`config.mk`:
```
export PLATFORM = sky130hd
export DESIGN_NAME = i2cp_engine
export DESIGN_NICKNAME = d
export VERILOG_FILES = /design/src/rtl/i2cp_pkg.sv /design/src/rtl/i2cp_sync.sv /design/src/rtl/i2cp_tick.sv /design/src/rtl/i2cp_engine.sv
export SDC_FILE = /design/constraint.sdc
export NUM_CORES = 1
export LEC_CHECK = 0
export BUFFER_PORTS_ARGS = -buffer_cell sky130_fd_sc_hd__buf_2
export CORE_MARGIN = 1
export CORE_UTILIZATION = 55
export CTS_CLUSTER_DIAMETER = 30
export DETAILED_ROUTE_END_ITERATION = 8
export GPL_ROUTABILITY_DRIVEN = 0
export PLACE_DENSITY_LB_ADDON = 0.25
export SLEW_MARGIN = 20
export SYNTH_ARGS = -nofsm -noshare
export SYNTH_HDL_FRONTEND = slang
export SYNTH_HIERARCHICAL = 1
export SYNTH_SLANG_ARGS = --single-unit
```
`constraint.sdc`:
```
create_clock -name clk -period 4 [get_ports clk]
set_input_delay 0.4 -clock clk [delete_from_list [all_inputs] [get_ports clk]]
set_output_delay 0.4 -clock clk [all_outputs]
set_load 0.01 [all_outputs]
```
`src/rtl/i2cp_pkg.sv`:
```
package i2cp_pkg;
    typedef enum logic [1:0] {
        OP_START = 2'd0,
        OP_STOP  = 2'd1,
        OP_WRITE = 2'd2,
        OP_READ  = 2'd3
    } op_e;

    typedef enum logic [1:0] {
        RS_OK   = 2'd0,
        RS_NACK = 2'd1,
        RS_ARB  = 2'd2,
        RS_TMO  = 2'd3
    } res_e;

    typedef enum logic [3:0] {
        S_IDLE, S_RS_STR, S_RS_WAIT, S_ST_CHK, S_ST_HOLD,
        S_SP_LOW, S_SP_STR, S_SP_SETUP, S_SP_BUF,
        S_WB_SETUP, S_WB_HIGH, S_WB_STR,
        S_RB_SETUP, S_RB_STR, S_RB_HIGH
    } state_e;
endpackage

```
`src/rtl/i2cp_sync.sv`:
```
module i2cp_sync #(
    parameter int LINES  = 2,
    parameter int STAGES = 2
) (
    input  logic             clk,
    input  logic             rst_n,
    input  logic [LINES-1:0] d,
    output logic [LINES-1:0] q
);
    for (genvar i = 0; i < LINES; i++) begin : g_line
        logic [STAGES-1:0] ff;
        always_ff @(posedge clk or negedge rst_n) begin
            if (!rst_n) ff <= '1;
            else        ff <= {ff[STAGES-2:0], d[i]};
        end
        assign q[i] = ff[STAGES-1];
    end
endmodule

```
`src/rtl/i2cp_tick.sv`:
```
module i2cp_tick #(
    parameter int W = 12
) (
    input  logic         clk,
    input  logic         rst_n,
    input  logic         run,
    input  logic [W-1:0] limit,
    output logic         tick
);
    logic [W-1:0] cnt;

    assign tick = run && (cnt == limit);

    always_ff @(posedge clk or negedge rst_n) begin
        if (!rst_n)          cnt <= '0;
        else if (!run || tick) cnt <= '0;
        else                 cnt <= cnt + 1'b1;
    end
endmodule

```
`src/rtl/i2cp_engine.sv`:
```
module i2cp_engine
    import i2cp_pkg::*;
#(
    parameter int HP_W        = 12,
    parameter int STRETCH_LIM = 200,
    parameter int SYNC_STAGES = 2
) (
    input  logic            clk,
    input  logic            rst_n,
    input  logic [HP_W-1:0] half_period,
    input  logic            cmd_valid,
    input  logic [1:0]      cmd,
    input  logic [7:0]      wr_byte,
    input  logic            rd_ack,
    output logic            busy,
    output logic            done,
    output logic [1:0]      status,
    output logic [7:0]      rd_byte,
    output logic            bus_open,
    output logic            recover_req,
    output logic            scl_pull,
    output logic            sda_pull,
    input  logic            scl_in,
    input  logic            sda_in
);
    localparam int SC_W = $clog2(STRETCH_LIM + 1);

    state_e      state_q, state_d;
    logic        scl_s, sda_s, hp_run, hp_tick, is_str, str_to;
    logic [SC_W-1:0] str_cnt;
    logic [7:0]  shift_q;
    logic [2:0]  bitcnt_q;
    logic        ack_phase_q, rdack_q, buf2_q, out_bit;
    op_e         op_q;
    logic        fin;
    res_e        fin_st;

    i2cp_sync #(.LINES(2), .STAGES(SYNC_STAGES)) u_sync (
        .clk(clk), .rst_n(rst_n), .d({scl_in, sda_in}), .q({scl_s, sda_s})
    );

    i2cp_tick #(.W(HP_W)) u_tick (
        .clk(clk), .rst_n(rst_n), .run(hp_run), .limit(half_period), .tick(hp_tick)
    );

    assign hp_run = state_q inside {S_RS_WAIT, S_ST_HOLD, S_SP_LOW, S_SP_SETUP, S_SP_BUF,
                                    S_WB_SETUP, S_WB_HIGH, S_RB_SETUP, S_RB_HIGH};
    assign is_str = state_q inside {S_RS_STR, S_SP_STR, S_WB_STR, S_RB_STR};
    assign str_to = is_str && !scl_s && (str_cnt == SC_W'(STRETCH_LIM - 1));
    assign out_bit = ack_phase_q ? ~rdack_q : shift_q[7];
    assign busy = (state_q != S_IDLE);

    // state register
    always_ff @(posedge clk or negedge rst_n) begin
        if (!rst_n) state_q <= S_IDLE;
        else        state_q <= state_d;
    end

    // next state
    always_comb begin
        state_d = state_q;
        fin     = 1'b0;
        fin_st  = RS_OK;
        unique case (state_q)
            S_IDLE: if (cmd_valid) begin
                unique case (op_e'(cmd))
                    OP_START: state_d = bus_open ? S_RS_STR : S_ST_CHK;
                    OP_STOP:  state_d = S_SP_LOW;
                    OP_WRITE: state_d = S_WB_SETUP;
                    OP_READ:  state_d = S_RB_SETUP;
                    default:  state_d = S_IDLE;
                endcase
            end
            S_RS_STR:   if (str_to) begin fin = 1'b1; fin_st = RS_TMO; end
                        else if (scl_s) state_d = S_RS_WAIT;
            S_RS_WAIT:  if (hp_tick) state_d = S_ST_CHK;
            S_ST_CHK:   if (!sda_s) begin fin = 1'b1; fin_st = RS_ARB; end
                        else state_d = S_ST_HOLD;
            S_ST_HOLD:  if (hp_tick) fin = 1'b1;
            S_SP_LOW:   if (hp_tick) state_d = S_SP_STR;
            S_SP_STR:   if (str_to) begin fin = 1'b1; fin_st = RS_TMO; end
                        else if (scl_s) state_d = S_SP_SETUP;
            S_SP_SETUP: if (hp_tick) state_d = S_SP_BUF;
            S_SP_BUF:   if (hp_tick && buf2_q) begin
                            fin = 1'b1; fin_st = sda_s ? RS_OK : RS_ARB;
                        end
            S_WB_SETUP: if (hp_tick) state_d = S_WB_HIGH;
            S_WB_HIGH:  if (hp_tick) state_d = S_WB_STR;
            S_WB_STR:   if (str_to) begin fin = 1'b1; fin_st = RS_TMO; end
                        else if (scl_s) begin
                            if (!ack_phase_q && shift_q[7] && !sda_s) begin
                                fin = 1'b1; fin_st = RS_ARB;
                            end else if (ack_phase_q) fin = 1'b1;
                            else if (bitcnt_q == 3'd7) state_d = S_RB_SETUP;
                            else state_d = S_WB_SETUP;
                        end
            S_RB_SETUP: if (hp_tick) state_d = S_RB_STR;
            S_RB_STR:   if (str_to) begin fin = 1'b1; fin_st = RS_TMO; end
                        else if (scl_s) state_d = S_RB_HIGH;
            S_RB_HIGH:  if (hp_tick) begin
                            if (ack_phase_q) begin fin = 1'b1; fin_st = sda_s ? RS_NACK : RS_OK; end
                            else if (bitcnt_q == 3'd7) state_d = S_WB_SETUP;
                            else state_d = S_RB_SETUP;
                        end
            default:    state_d = S_IDLE;
        endcase
        if (fin) state_d = S_IDLE;
    end

    // line outputs
    always_comb begin
        scl_pull = 1'b0;
        sda_pull = 1'b0;
        unique case (state_q)
            S_IDLE:                          scl_pull = bus_open;
            S_ST_HOLD:                       sda_pull = 1'b1;
            S_SP_LOW:   begin scl_pull = 1'b1; sda_pull = 1'b1; end
            S_SP_STR, S_SP_SETUP:            sda_pull = 1'b1;
            S_WB_SETUP: begin scl_pull = 1'b1; sda_pull = ~out_bit; end
            S_WB_HIGH, S_WB_STR:             sda_pull = ~out_bit;
            S_RB_SETUP:                      scl_pull = 1'b1;
            default: ;
        endcase
    end

    // datapath and result registers
    always_ff @(posedge clk or negedge rst_n) begin
        if (!rst_n) begin
            shift_q     <= '0;
            bitcnt_q    <= '0;
            ack_phase_q <= 1'b0;
            rdack_q     <= 1'b0;
            buf2_q      <= 1'b0;
            op_q        <= OP_START;
            str_cnt     <= '0;
            bus_open    <= 1'b0;
            done        <= 1'b0;
            status      <= RS_OK;
            recover_req <= 1'b0;
            rd_byte     <= '0;
        end else begin
            done        <= 1'b0;
            recover_req <= 1'b0;
            str_cnt     <= (is_str && !scl_s) ? str_cnt + 1'b1 : '0;
            if (state_q == S_IDLE && cmd_valid) begin
                shift_q     <= wr_byte;
                bitcnt_q    <= '0;
                ack_phase_q <= 1'b0;
                rdack_q     <= rd_ack;
                buf2_q      <= 1'b0;
                op_q        <= op_e'(cmd);
            end
            if (state_q == S_WB_STR && scl_s && !ack_phase_q) begin
                shift_q  <= {shift_q[6:0], 1'b0};
                bitcnt_q <= bitcnt_q + 1'b1;
                if (bitcnt_q == 3'd7) ack_phase_q <= 1'b1;
            end
            if (state_q == S_RB_HIGH && hp_tick && !ack_phase_q) begin
                shift_q  <= {shift_q[6:0], sda_s};
                bitcnt_q <= bitcnt_q + 1'b1;
                if (bitcnt_q == 3'd7) begin
                    ack_phase_q <= 1'b1;
                    rd_byte     <= {shift_q[6:0], sda_s};
                end
            end
            if (state_q == S_SP_SETUP && hp_tick) bus_open <= 1'b0;
            if (state_q == S_SP_BUF && hp_tick)   buf2_q   <= 1'b1;
            if (fin) begin
                done        <= 1'b1;
                status      <= fin_st;
                recover_req <= (fin_st == RS_ARB);
                if (fin_st == RS_ARB || fin_st == RS_TMO) bus_open <= 1'b0;
                else if (op_q == OP_START)                bus_open <= 1'b1;
            end
        end
    end
endmodule

```
# Word level (Yosys, flattened, before mapping)
# Cells that the tools add are included.
[classes] bitwise_logic=2 n_addsub=3 n_mux=70 n_reduce_logical=34 eq_ne=43
[ops] cell="4-bit two-way mux" n=21
[ops] cell="4-bit one-hot mux with 14 select lines" n=1
[ops] cell="3-bit != test, second input constant" n=15
[ops] cell="8-bit two-way mux" n=4
[ops] cell="4-bit == test, second input constant" n=7
[ops] cell="1-bit two-way mux" n=26
[ops] cell="21-bit AND reduction" n=1
[ops] cell="4-bit by 3-bit == test with 1-bit output, second input constant" n=4
[ops] cell="4-bit one-hot mux with 4 select lines" n=1
[ops] cell="3-bit two-way mux" n=5
[ops] cell="3-bit by 2-bit != test with 1-bit output, second input constant" n=5
[ops] cell="2-bit two-way mux" n=7
[ops] cell="1-bit logical AND" n=13
[ops] cell="12-bit by 1-bit adder with 12-bit output, second input constant" n=1
[ops] cell="12-bit == test" n=1
[ops] cell="12-bit two-way mux" n=1
[ops] cell="2-bit one-hot mux with 5 select lines" n=1
[ops] cell="9-bit nonzero test" n=1
[ops] cell="3-bit OR reduction" n=3
[ops] cell="8-bit by 1-bit adder with 8-bit output, second input constant" n=1
[ops] cell="2-bit == test, second input constant" n=4
[ops] cell="4-bit by 2-bit == test with 1-bit output, second input constant" n=2
[ops] cell="8-bit == test, second input constant" n=1
[ops] cell="4-bit nonzero test" n=2
[ops] cell="17 further kinds" n=24
[word_totals] out_inout_bits=16 word_cells=168 reg_bits=57 in_bits=28

# Longest topological paths before layout
# Gate-level depths: netlist (run 1).
[depth] depth_word=11 mapped_depth=14 mapped_depth_nobuf=11

# By module
# Netlist (run 1), hierarchy kept.
[modules_own_cells] mod="i2cp_engine" cells_per_inst=241 seq_area_each_um2=1026.0 instances=1 area_each_um2=2277.2
[modules_own_cells] mod="i2cp_tick" cells_per_inst=77 seq_area_each_um2=300.3 instances=1 area_each_um2=738.2
[modules_own_cells] mod="i2cp_sync" cells_per_inst=6 seq_area_each_um2=105.1 instances=1 area_each_um2=120.1

# Worst setup path before layout (run 1)
# OpenSTA, ideal clock, no wires.
[synth_timing] path_kind="register -> register" startpoint="reg state_q[3]" endpoint="reg rd_byte[1]" arrival_ns=2.726 stages_incl_launch_ff=13 required_ns=3.875 setup_time_ns=0.125 n_path_buf=4 setup_slack_ns=1.149 period_less_slack_ns=2.851 cell_sequence="dfrtp_1 -> buf_4 -> buf_2 -> clkbuf_1 -> inv_1 -> a21oi_1 -> inv_1 -> nor4_1 -> clkbuf_1 -> nand3_1 -> nor3_2 -> nand2_1 -> mux2_2"
[synth_between] elab_chain_len=6 elab_cells_between_ends=14 cone_classes="eq/ne (9); reduce/logical (5)"
[synth_lines] item="start: declaration" line_no="i2cp_engine.sv:28" text="state_e state_q, state_d;"
[synth_lines] item="start signal: assignment" line_no="i2cp_engine.sv:56" text="else state_q <= state_d;"
[synth_lines] item="4-bit by 2-bit == test with 1-bit output, or another cell as far along" line_no="i2cp_engine.sv:46" text="assign hp_run = state_q inside {S_RS_WAIT, S_ST_HOLD, S_SP_LOW, S_SP_SETUP, S_SP_BUF,"
[synth_lines] item="9-bit nonzero test *" line_no="i2cp_engine.sv:46"
[synth_lines] item="named net hp_run" line_no="i2cp_engine.sv:29" text="logic scl_s, sda_s, hp_run, hp_tick, is_str, str_to;"
[synth_lines] item="1-bit logical AND *" line_no="i2cp_tick.sv:12" text="assign tick = run && (cnt == limit);"
[synth_lines] item="named net hp_tick" line_no="i2cp_engine.sv:29"
[synth_lines] item="1-bit logical AND * (2 in series)" line_no="i2cp_engine.sv:158" text="if (state_q == S_RB_HIGH && hp_tick && !ack_phase_q) begin"
[synth_lines] item="2-bit AND reduction (no source line) *"
[synth_lines] item="end signal: assignment" line_no="i2cp_engine.sv:163" text="rd_byte <= {shift_q[6:0], sda_s};"
[synth_lines] item="end: declaration" line_no="i2cp_engine.sv:18" text="output logic [7:0] rd_byte,"
# The timed path passes the listed nets; every way through them passes the cells marked *.
# A chain may end at the register's enable or synchronous reset.

# Final worst setup path (run 1)
[layout_timing] startpoint="reg state_q[1]" endpoint="reg rd_byte[6]"
# The elaborated chain is that of the path after synthesis.

==> metrics.csv, run 1 <==
stage,metric,value,unit
die,die_w,77.5,um
synth,async_flop_share,1.00,
synth,yosys_warnings,6,
power_and_ir_drop,power,2.30,mW
clock_tree,hold_buffers,0,
routing,wl_per_cell,15.0,um
critical_path,worstPathRequired,4210,ps
die,ios,44,
power_and_ir_drop,p_int,1.38,mW
power_and_ir_drop,seqPwrFrac,0.374,
critical_path,r2r_start,state_q[1],
clock_tree,clk_pin_slew_worst_paths,70,ps
run,cap_violations,0,
clock_tree,cts.htree.levels,3,
routing,routed_wl,6.64,mm
critical_path,arrival,3480,ps
die,row_count,27,
min_path,hp-start,sda_in,
critical_path,endpoint_kind,flop,
clock_tree,cts-resized-gates,0,
critical_path,criticalPathCategory,reg -> reg,
routing,vias,2506,
power_and_ir_drop,switching_share,0.402,
critical_path,cp_slowest_stage_delay,730,ps
placement,portBuffers,43,
power_and_ir_drop,ir_drop,402,uV
finish,fin_nets,397,
global_routing,antenna_found_initial,0,
placement,placed_cells,426,
finish,fin_cells,442,
die,core-area,5510,um2
power_and_ir_drop,pwr-share-clk,0.208,
synth,synth.distinct_cells,59,
clock_tree,cts_sinks,57,
synth,synth-edff-count,0,
routing,route.detailed.drc,0,
critical_path,crit_start,state_q[1],
synth,syn_nets,356,
placement,place_ws,793,ps
finish,layout_common_cells,"53 x dfrtp_1, 43 x buf_2, 36 x nor2_1",
timing,slew_violations,0,
timing,tightestPinTransition,778,ps
synth,avgSynthCellArea,9.68,um2
clock_tree,post_cts_buffers,0,
global_routing,grt_pass1_wl,11.5,mm
placement,hpwlAfterDp,4.69,mm
clock_tree,clockRootBuffer,clkbuf_8,
timing,finalCritPeriodShare,0.816,
clock_tree,cts_buffer_depth,2,
critical_path,crit_slowest_cell,dfrtp_1,
synth,seq_area_frac_synth,0.457,
clock_tree,cts_made_buffers,9,
clock_tree,cts_tree,done,
timing,rsz0062_at_grt,false,
global_routing,grt_usage,0.250,
critical_path,cp-start-kind,flop,
finish,drive_gt1_frac,0.238,
routing,dr.pass1.iters,6,
timing,hold_viol,0,
timing,whs,171,ps
die,start_util,0.569,
timing,slew_headroom,0.479,
timing,min_period,3270,ps
critical_path,crit_top_cell,a21oi_1,
routing,drtIter0Drc,261,
power_and_ir_drop,combinationalPowerShare,0.418,
synth,synth_ff_type,dfrtp_1,
routing,vias_per_cell,5.67,
routing,drtAntennaViolNets,0,
finish,syn2layout_area_growth,13.3,%
timing,fin_ws,734,ps
global_routing,grt_overflow,0,
timing,fmax,306,MHz
min_path,hold_class,in -> reg,
critical_path,worst-path-max-fanout,20,
die,dieHeight,77.5,um
clock_tree,clkLatencyLatePin,330,ps
finish,antenna_cells,0,
critical_path,path_buf_inv,2,
global_routing,grt_max_degree,58,
synth,ys_seq_elements,57,
finish,layout_commonest_cell,dfrtp_1,
synth,synthesis.area,3140,um2
power_and_ir_drop,leakage,1.60,nW
critical_path,cp_top_family,simple AND/OR/NAND/NOR gates,
power_and_ir_drop,p_sw,925,uW
die,die-area,6010,um2
global_routing,grt_pass1_vias,2484,
power_and_ir_drop,p_per_area,648,nW/um2
outcome,status,completed,
timing,clock_skew,7.92,ps
timing,fin_tns_setup,0,ps
timing,final-setup-viol-count,0,
synth,synth_cells,324,
critical_path,path_cells,and2b_1 > a21oi_1 > a21oi_1 > inv_1 > nor4_1 > buf_4 > nand3_1 > nor3_2 > nand2_1 > mux2_2,
[logic make-up (layout without fill, tap and decap cells)]
kind of cell / Yosys count / after routing / share of synthesized area
adder cells (fa/ha/maj): 4 / 4 / 0.0160
flip-flops: 57 / 57 / 0.457
XOR/XNOR: 30 / 30 / 0.0862
buffers and inverters: 33 / 79 / 0.0543
AO/OA/AOI/OAI: 59 / 59 / 0.142
AND/OR/NAND/NOR: 133 / 133 / 0.216
multiplexers: 8 / 8 / 0.0287
[registers in the layout, summed over array words and instances, names as in the netlist]
name and count:
ack_phase_q 1, bitcnt_q 3, buf2_q 1, bus_open 1
done 1, op_q 2, rd_byte 8, rdack_q 1
recover_req 1, shift_q 8, state_q 4, status 2
str_cnt 8, u_sync/g_line.ff 4, u_tick/cnt 12
[Yosys cell counts, types with 7 or more instances]
library cell,instances,area share
inv_1,13,0.016
xnor2_1,22,0.061
nor3_1,11,0.018
nand2_1,29,0.035
a21oi_1,11,0.018
dfrtp_1,53,0.42
o21ai_0,12,0.019
a221o_1,7,0.022
mux2_2,8,0.029
nor2_1,36,0.043
xor2_1,7,0.020
nor2b_1,9,0.018
nand3_1,14,0.022
[worst paths after layout]
check                      cells after the start  slack [ps]                      to
min in group asynchronous                      2         200                 op_q[1]
min reg2reg                                    0         360  u_sync/g_line[0].ff[1]
max reg2reg                                   10         730              rd_byte[6]
max                                           10         730              rd_byte[6]
max in group asynchronous                      2        3330           u_tick/cnt[4]
min                                            1         170  u_sync/g_line[0].ff[0]
[final cells by class]
| cell class | count | area, um2 |
|---|---|---|
| fill | 441 | 1950 |
| multi-input combinational | 234 | 1530 |
| sequential | 57 | 1430 |
| timing repair buffer | 50 | 268 |
| clock buffer | 11 | 151 |
| tap | 72 | 90.1 |
| inverter | 13 | 48.8 |
| clock inverter | 5 | 30.0 |
[layer usage]
layer,vias to the layer above,GRT usage,wire [um]
met4,0,0.100,112
met1,1192,0.341,3020
met2,74,0.387,3120
met5,-,0,0
met3,12,0.0541,377
li1,1228,-,-
[per-stage QoR]
| stage | area, um2 | util |
|---|---|---|
| after floorplan | 3140 | - |
| after global placement | 3370 | 0.612 |
| after detailed placement | 3370 | 0.612 |
| after CTS | 3550 | 0.645 |
| after global routing | 3550 | 0.645 |
| final | 3550 | 0.645 |
[power by group through the flow]
stage                     sequential [mW]  clock (mW)  combinational [mW]
after floorplan                     0.808           0               0.799
final                               0.860       0.480               0.963
after global routing                0.881       0.517                1.09
after detailed placement            0.864           0               0.961
after CTS                           0.857       0.494               0.963
after global placement              0.862           0               0.937
(Power assumes the default switching activity.)
==> inputs of run 2 (changes only) <==
--- a/config.mk
+++ b/config.mk
@@ -7,7 +7,7 @@
 export LEC_CHECK = 0
 export BUFFER_PORTS_ARGS = -buffer_cell sky130_fd_sc_hd__buf_2
 export CORE_MARGIN = 1
-export CORE_UTILIZATION = 55
+export CORE_UTILIZATION = 52
 export CTS_CLUSTER_DIAMETER = 30
 export DETAILED_ROUTE_END_ITERATION = 8
 export GPL_ROUTABILITY_DRIVEN = 0
==> constraint.sdc (replaced) <==
create_clock -name clk -period 2.8 [get_ports clk]
set_input_delay 0.28 -clock clk [delete_from_list [all_inputs] [get_ports clk]]
set_output_delay 0.28 -clock clk [all_outputs]
set_load 0.01 [all_outputs]
==> run 2 against run 1 <==
Worst hold slack worse by 140 ps. Count of clock-buffer cells in the layout stayed put. Flip-flop and latch count stayed put. Sequential share of layout area is 0.35 points lower. Combinational power is 53% higher. Critical path depth is 1 higher. First-iteration DRC count is 8.0% lower. Register-to-register slack worse by 530 ps. Cell count is 1.1% higher. Critical endpoint is now state_q[1]. Largest power group unchanged.
==> metrics.csv, run 2 (synthesis gave the netlist of run 1 again) <==
stage,metric,value,unit
die,start_util,0.556,
global_routing,grt_max_degree,44,
routing,routed_wl,6.73,mm
global_routing,grt_pass1_wl,11.3,mm
timing,fmax,386,MHz
clock_tree,hold_buffers,0,
critical_path,path_buf_inv,1,
clock_tree,cts_buffer_depth,2,
timing,clock_skew,10.9,ps
critical_path,crit_slowest_cell,dfrtp_1,
power_and_ir_drop,seqPwrFrac,0.358,
routing,wl_per_cell,15.1,um
power_and_ir_drop,leakage,1.63,nW
timing,rsz0062_at_grt,false,
run,cap_violations,0,
global_routing,antenna_found_initial,0,
critical_path,worst-path-max-fanout,6,
outcome,status,completed,
min_path,hold_depth,1,
finish,final_area,3580,um2
finish,fin_nets,402,
power_and_ir_drop,p_per_area,930,nW/um2
finish,top_register,u_tick/cnt,
clock_tree,clockRootBuffer,clkbuf_8,
clock_tree,cts-resized-gates,0,
finish,drive_gt1_frac,0.248,
finish,antenna_cells,0,
timing,fin_tns_setup,0,ps
power_and_ir_drop,combinationalPowerShare,0.442,
timing,final-setup-viol-count,0,
routing,wl_met3,410,um
die,row_count,27,
clock_tree,cts_sinks,57,
critical_path,reg2reg_slack,210,ps
power_and_ir_drop,ir_drop,661,uV
global_routing,grt_overflow,0,
die,dieHeight,79.7,um
timing,min_period,2590,ps
power_and_ir_drop,switching_share,0.401,
finish,layout_common_cells,"53 x dfrtp_1, 43 x buf_2, 36 x nor2_1",
finish,layout_commonest_cell,dfrtp_1,
placement,portBuffers,43,
routing,vias,2583,
routing,wl_met1,3.04,mm
critical_path,cp-start-kind,flop,
power_and_ir_drop,p_int,2.00,mW
routing,vias_per_cell,5.78,
global_routing,grt_usage,0.235,
clock_tree,clk_pin_slew_worst_paths,70,ps
power_and_ir_drop,power,3.33,mW
clock_tree,clkLatencyLatePin,340,ps
finish,largest_register_ffs,12,
critical_path,r2r_start,state_q[2],
critical_path,worstPathRequired,3000,ps
routing,drtAntennaViolNets,0,
min_path,hold_path_end,u_sync/g_line[0].ff[0],
finish,multi_input_area,1540,um2
placement,placed_area,3410,um2
clock_tree,cts_made_buffers,9,
die,ios,44,
routing,dr.pass1.iters,5,
finish,syn2layout_area_growth,14.3,%
timing,whs,35.6,ps
critical_path,rr_worst_depth,11,
timing,tightestPinTransition,932,ps
power_and_ir_drop,pwr-share-clk,0.199,
finish,n_fill_cell,492,
min_path,hold_class,in -> reg,
routing,wl_met2,3.14,mm
die,die-area,6340,um2
die,die_w,79.7,um
timing,finalCritPeriodShare,0.926,
routing,drtIter0Drc,240,
die,core-area,5640,um2
critical_path,arrival,2790,ps
power_and_ir_drop,p_sw,1.34,mW
critical_path,crit_top_cell,nor2_1,
routing,top_layer,met4,
critical_path,cp_top_family,simple AND/OR/NAND/NOR gates,
critical_path,criticalPathCategory,reg -> reg,
routing,route.detailed.drc,0,
critical_path,cp_slowest_stage_delay,420,ps
global_routing,grt_pass1_vias,2353,
clock_tree,cts_tree,done,
timing,slew_headroom,0.379,
min_path,hp-start,sda_in,
clock_tree,cts.htree.levels,3,
critical_path,rr_endpoint,state_q[1],
critical_path,endpoint_kind,flop,
timing,slew_violations,0,
placement,hpwlAfterDp,4.76,mm
timing,hold_viol,0,
critical_path,path_cells,and2b_1 > nor2_1 > nor2_1 > a21oi_1 > inv_1 > nor4_1 > nand3_1 > or3_1 > o2111a_1 > o21ai_1 > nor3_1,
clock_tree,post_cts_buffers,0,
finish,seq_area,1430,um2
==> run 2: changes by cell type in the layout (fill, tap and decap cells not counted) <==
| cell | before | now |
|---|---|---|
| nand2_2 | 0 | 1 |
| buf_4 | 7 | 12 |
| clkinv_4 | 0 | 1 |
| clkbuf_8 | 11 | 10 |
| clkbuf_1 | 0 | 1 |
| clkinvlp_4 | 2 | 1 |
| nand2_1 | 29 | 28 |
==> run 2: per-stage QoR <==
step / setup slack (ps) / std cells / utilization
floorplan: 16.6 / 324 / -
global placement: 344 / 431 / 0.605
detailed placement: 251 / 431 / 0.605
CTS: 234 / 447 / 0.635
global route: 16.2 / 447 / 0.635
finish: 208 / 447 / 0.635
==> run 2: metal layers <==
layer  vias to the layer above  GRT usage
met5                         -          0
met4                         0     0.0745
met3                        19     0.0526
met2                        94      0.375
met1                      1243      0.316
li1                       1227          -
==> run 2: final cells by class <==
| type | count | share of cell area |
|---|---|---|
| clock inverters | 5 | 0.00873 |
| repair buffers | 55 | 0.0852 |
| inverters | 13 | 0.0136 |
| clock buffers | 11 | 0.0394 |
| well taps | 72 | 0.0251 |
| multi-input cells | 234 | 0.429 |
| flip-flops and latches | 57 | 0.399 |
==> run 2: worst max path at each step <==
stage	start	slack, ps	end	cells after the start
detailed placement	state_q[2]	250	state_q[0]	11
global route	state_q[2]	20	state_q[0]	11
global placement	state_q[3]	340	state_q[1]	10
CTS	state_q[2]	230	state_q[1]	11
floorplan	state_q[3]	20	rd_byte[1]	12
finish	state_q[2]	210	state_q[1]	11
==> run 2: power by group through the flow <==
stage	Combinational, mW	Clock [mW]	Sequential (mW)
floorplan	1.14	0	1.15
global placement	1.44	0	1.20
detailed placement	1.46	0	1.20
CTS	1.47	0.674	1.19
global route	1.64	0.720	1.22
finish	1.47	0.665	1.19
==> inputs of run 3 (changes only) <==
--- a/config.mk
+++ b/config.mk
@@ -6,12 +6,13 @@
 export NUM_CORES = 1
 export LEC_CHECK = 0
 export BUFFER_PORTS_ARGS = -buffer_cell sky130_fd_sc_hd__buf_2
-export CORE_MARGIN = 1
+export CORE_MARGIN = 10
 export CORE_UTILIZATION = 52
 export CTS_CLUSTER_DIAMETER = 30
 export DETAILED_ROUTE_END_ITERATION = 8
 export GPL_ROUTABILITY_DRIVEN = 0
 export PLACE_DENSITY_LB_ADDON = 0.25
+export RECOVER_POWER = 50
 export SLEW_MARGIN = 20
 export SYNTH_ARGS = -nofsm -noshare
 export SYNTH_HDL_FRONTEND = slang
==> constraint.sdc (replaced) <==
create_clock -name clk -period 2.27 [get_ports clk]
set_input_delay 0.227 -clock clk [delete_from_list [all_inputs] [get_ports clk]]
set_output_delay 0.227 -clock clk [all_outputs]
set_load 0.01 [all_outputs]
==> run 3 against run 2 <==
The flow now finishes with violations (max-capacitance violations, max-slew violations, negative setup slack). First-iteration DRC count down 50%. Clock skew barely moved. Cell count up 8.3%. Worst setup slack lost 250 ps. Die area rose by 50%. Total power increased by 37%. Cell area rose by 12%. Utilization grew 4.6 points. Wire length grew 15%. Sequential power increased by 23%. Global-route usage is 7.5 points lower. Critical path depth rose by 1. Critical path type unchanged.
==> metrics.csv, run 3 (synthesis gave the netlist of run 1 again) <==
stage,metric,value,unit
outcome,status,"finished, violations left",
global_routing,antenna_found_initial,0,
timing,final-setup-viol-count,9,
finish,n_fill_cell,468,
power_and_ir_drop,seqPwrFrac,0.319,
critical_path,rr_endpoint,shift_q[3],
critical_path,cp_slowest_stage_delay,410,ps
clock_tree,clockRootBuffer,clkbuf_8,
clock_tree,cts_buffer_depth,2,
finish,fin_cells,484,
min_path,hold_class,in -> reg,
finish,largest_register_ffs,12,
critical_path,r2r_start,state_q[1],
timing,slew_headroom,-0.0354,
power_and_ir_drop,pwr-share-clk,0.195,
die,core-area,5890,um2
critical_path,cp_top_family,simple AND/OR/NAND/NOR gates,
global_routing,grt_pass1_wl,12.7,mm
routing,wl_per_cell,16.0,um
critical_path,crit_start,state_q[1],
timing,clock_skew,10.7,ps
timing,fin_ws,-40.9,ps
critical_path,rr_worst_depth,12,
critical_path,crit_top_cell,nor3_4,
routing,dr.pass1.iters,4,
die,row_count,28,
power_and_ir_drop,p_per_area,1140,nW/um2
power_and_ir_drop,p_sw,1.82,mW
placement,portBuffers,43,
placement,hpwlAfterDp,5.57,mm
finish,top_register,u_tick/cnt,
critical_path,criticalPathCategory,reg -> reg,
power_and_ir_drop,switching_share,0.399,
power_and_ir_drop,leakage,1.78,nW
critical_path,worst-path-stages,12,
critical_path,path_buf_inv,3,
die,start_util,0.533,
critical_path,crit_slowest_cell,dfrtp_1,
finish,seq_area,1430,um2
die,ios,44,
global_routing,grt_max_degree,31,
global_routing,grt_overflow,0,
die,die-area,9540,um2
timing,hold_viol,0,
global_routing,grt_pass1_vias,2733,
clock_tree,clkLatencyLatePin,340,ps
finish,drive_gt1_frac,0.325,
finish,multi_input_area,1670,um2
finish,fin_nets,436,
critical_path,cp-start-kind,flop,
critical_path,worstPathRequired,2490,ps
timing,finalCritPeriodShare,1.02,
power_and_ir_drop,p_int,2.75,mW
clock_tree,clk_pin_slew_worst_paths,70,ps
critical_path,path_cells,and2b_2 > nor2_2 > nor2_1 > a21oi_2 > inv_1 > nor4_2 > buf_4 > nand3_4 > nor3_4 > buf_6 > nor3_4 > a221o_1,
clock_tree,cts_sinks,57,
critical_path,worst-path-max-fanout,7,
finish,layout_commonest_cell,dfrtp_1,
critical_path,reg2reg_slack,-40,ps
global_routing,grt_usage,0.160,
finish,syn2layout_area_growth,27.8,%
timing,rsz0062_at_grt,true,
timing,min_period,2310,ps
critical_path,endpoint_kind,flop,
finish,final_area,4010,um2
routing,vias_per_cell,5.57,
placement,placed_area,3650,um2
timing,tightestPinTransition,1550,ps
routing,route.detailed.drc,0,
critical_path,arrival,2530,ps
routing,drtAntennaViolNets,0,
timing,whs,83.5,ps
outcome,violations,"max-capacitance violations, max-slew violations, negative setup slack",
routing,drtIter0Drc,119,
clock_tree,cts_made_buffers,9,
die,die_w,97.7,um
clock_tree,cts_tree,done,
routing,vias,2697,
routing,routed_wl,7.76,mm
timing,slew_violations,31,
finish,antenna_cells,0,
finish,utilization,0.681,
timing,fmax,433,MHz
power_and_ir_drop,ir_drop,708,uV
run,cap_violations,1,
clock_tree,cts.htree.levels,3,
critical_path,worstSetupEndpoint,shift_q[3],
die,dieHeight,97.7,um
power_and_ir_drop,combinationalPowerShare,0.486,
finish,layout_common_cells,"53 x dfrtp_1, 38 x buf_4, 33 x nor2_1",
placement,placed_cells,459,
run 3: changes by cell type in the layout (fill, tap and decap cells not counted), sizes merged:
cell         previous run  this run
clkinv                  4         1
clkinvlp                1         2
dlygate4sd3             0         3
clkbuf                 11        27
buf                    55        72
run 3: timing repair:
item,4_1_cts,5_1_grt
hold buffers,3,0
buffers inserted,1,4
resized for setup,1,31
pin swaps,0,10
endpoints found under the setup margin,3,28
hold endpoints to repair,29,0
cloned,0,1
run 3: how the worst min path moves through the flow:
stage               startpoint            end  slack [ps]  cells past startpoint
floorplan                rst_n    ack_phase_q         -70                      0
global placement         rst_n  u_tick/cnt[0]         300                      1
detailed placement       rst_n  u_tick/cnt[0]         310                      1
CTS                     rd_ack        rdack_q          80                      3
global route            rd_ack        rdack_q         100                      3
finish                  rd_ack        rdack_q          80                      3
run 3: cell type report:
type	instances	area share
flip-flops and latches	57	0.357
clock buffers	13	0.0421
well taps	75	0.0234
repair buffers	89	0.141
inverters	13	0.0122
clock inverters	3	0.00593
multi-input cells	234	0.418
run 3: stage by stage:
stage          TNS (ps)  worst slack (ps)  total power, mW
2_1_floorplan     -99.7             -52.5             2.93
3_3_place_gp          0              24.7             3.48
3_5_place_dp      -1.98             -1.98             3.53
4_1_cts               0              3.22             4.44
5_1_grt           -4880              -170             4.90
6_report           -139             -40.9             4.57
run 3: per-layer routing:
metal	wire [um]	track usage	up-vias
met4	163	0.0761	0
li1	-	-	1302
met3	395	0.0484	18
met5	0	0	-
met1	3360	0.188	1296
met2	3840	0.259	81
run 3: worst min-delay path, delay by kind of cell:
kind	cells	cell delay, ps
buffers and inverters	1	80
AND/OR/NAND/NOR	2	80
run 3: power by group through the flow:
stage                     clock (mW)  combinational [mW]  sequential [mW]
after CTS                      0.908                2.09             1.44
after floorplan                    0                1.50             1.43
after detailed placement           0                2.08             1.46
final                          0.892                2.22             1.46
after global placement             0                2.03             1.45
after global routing           0.963                2.45             1.49
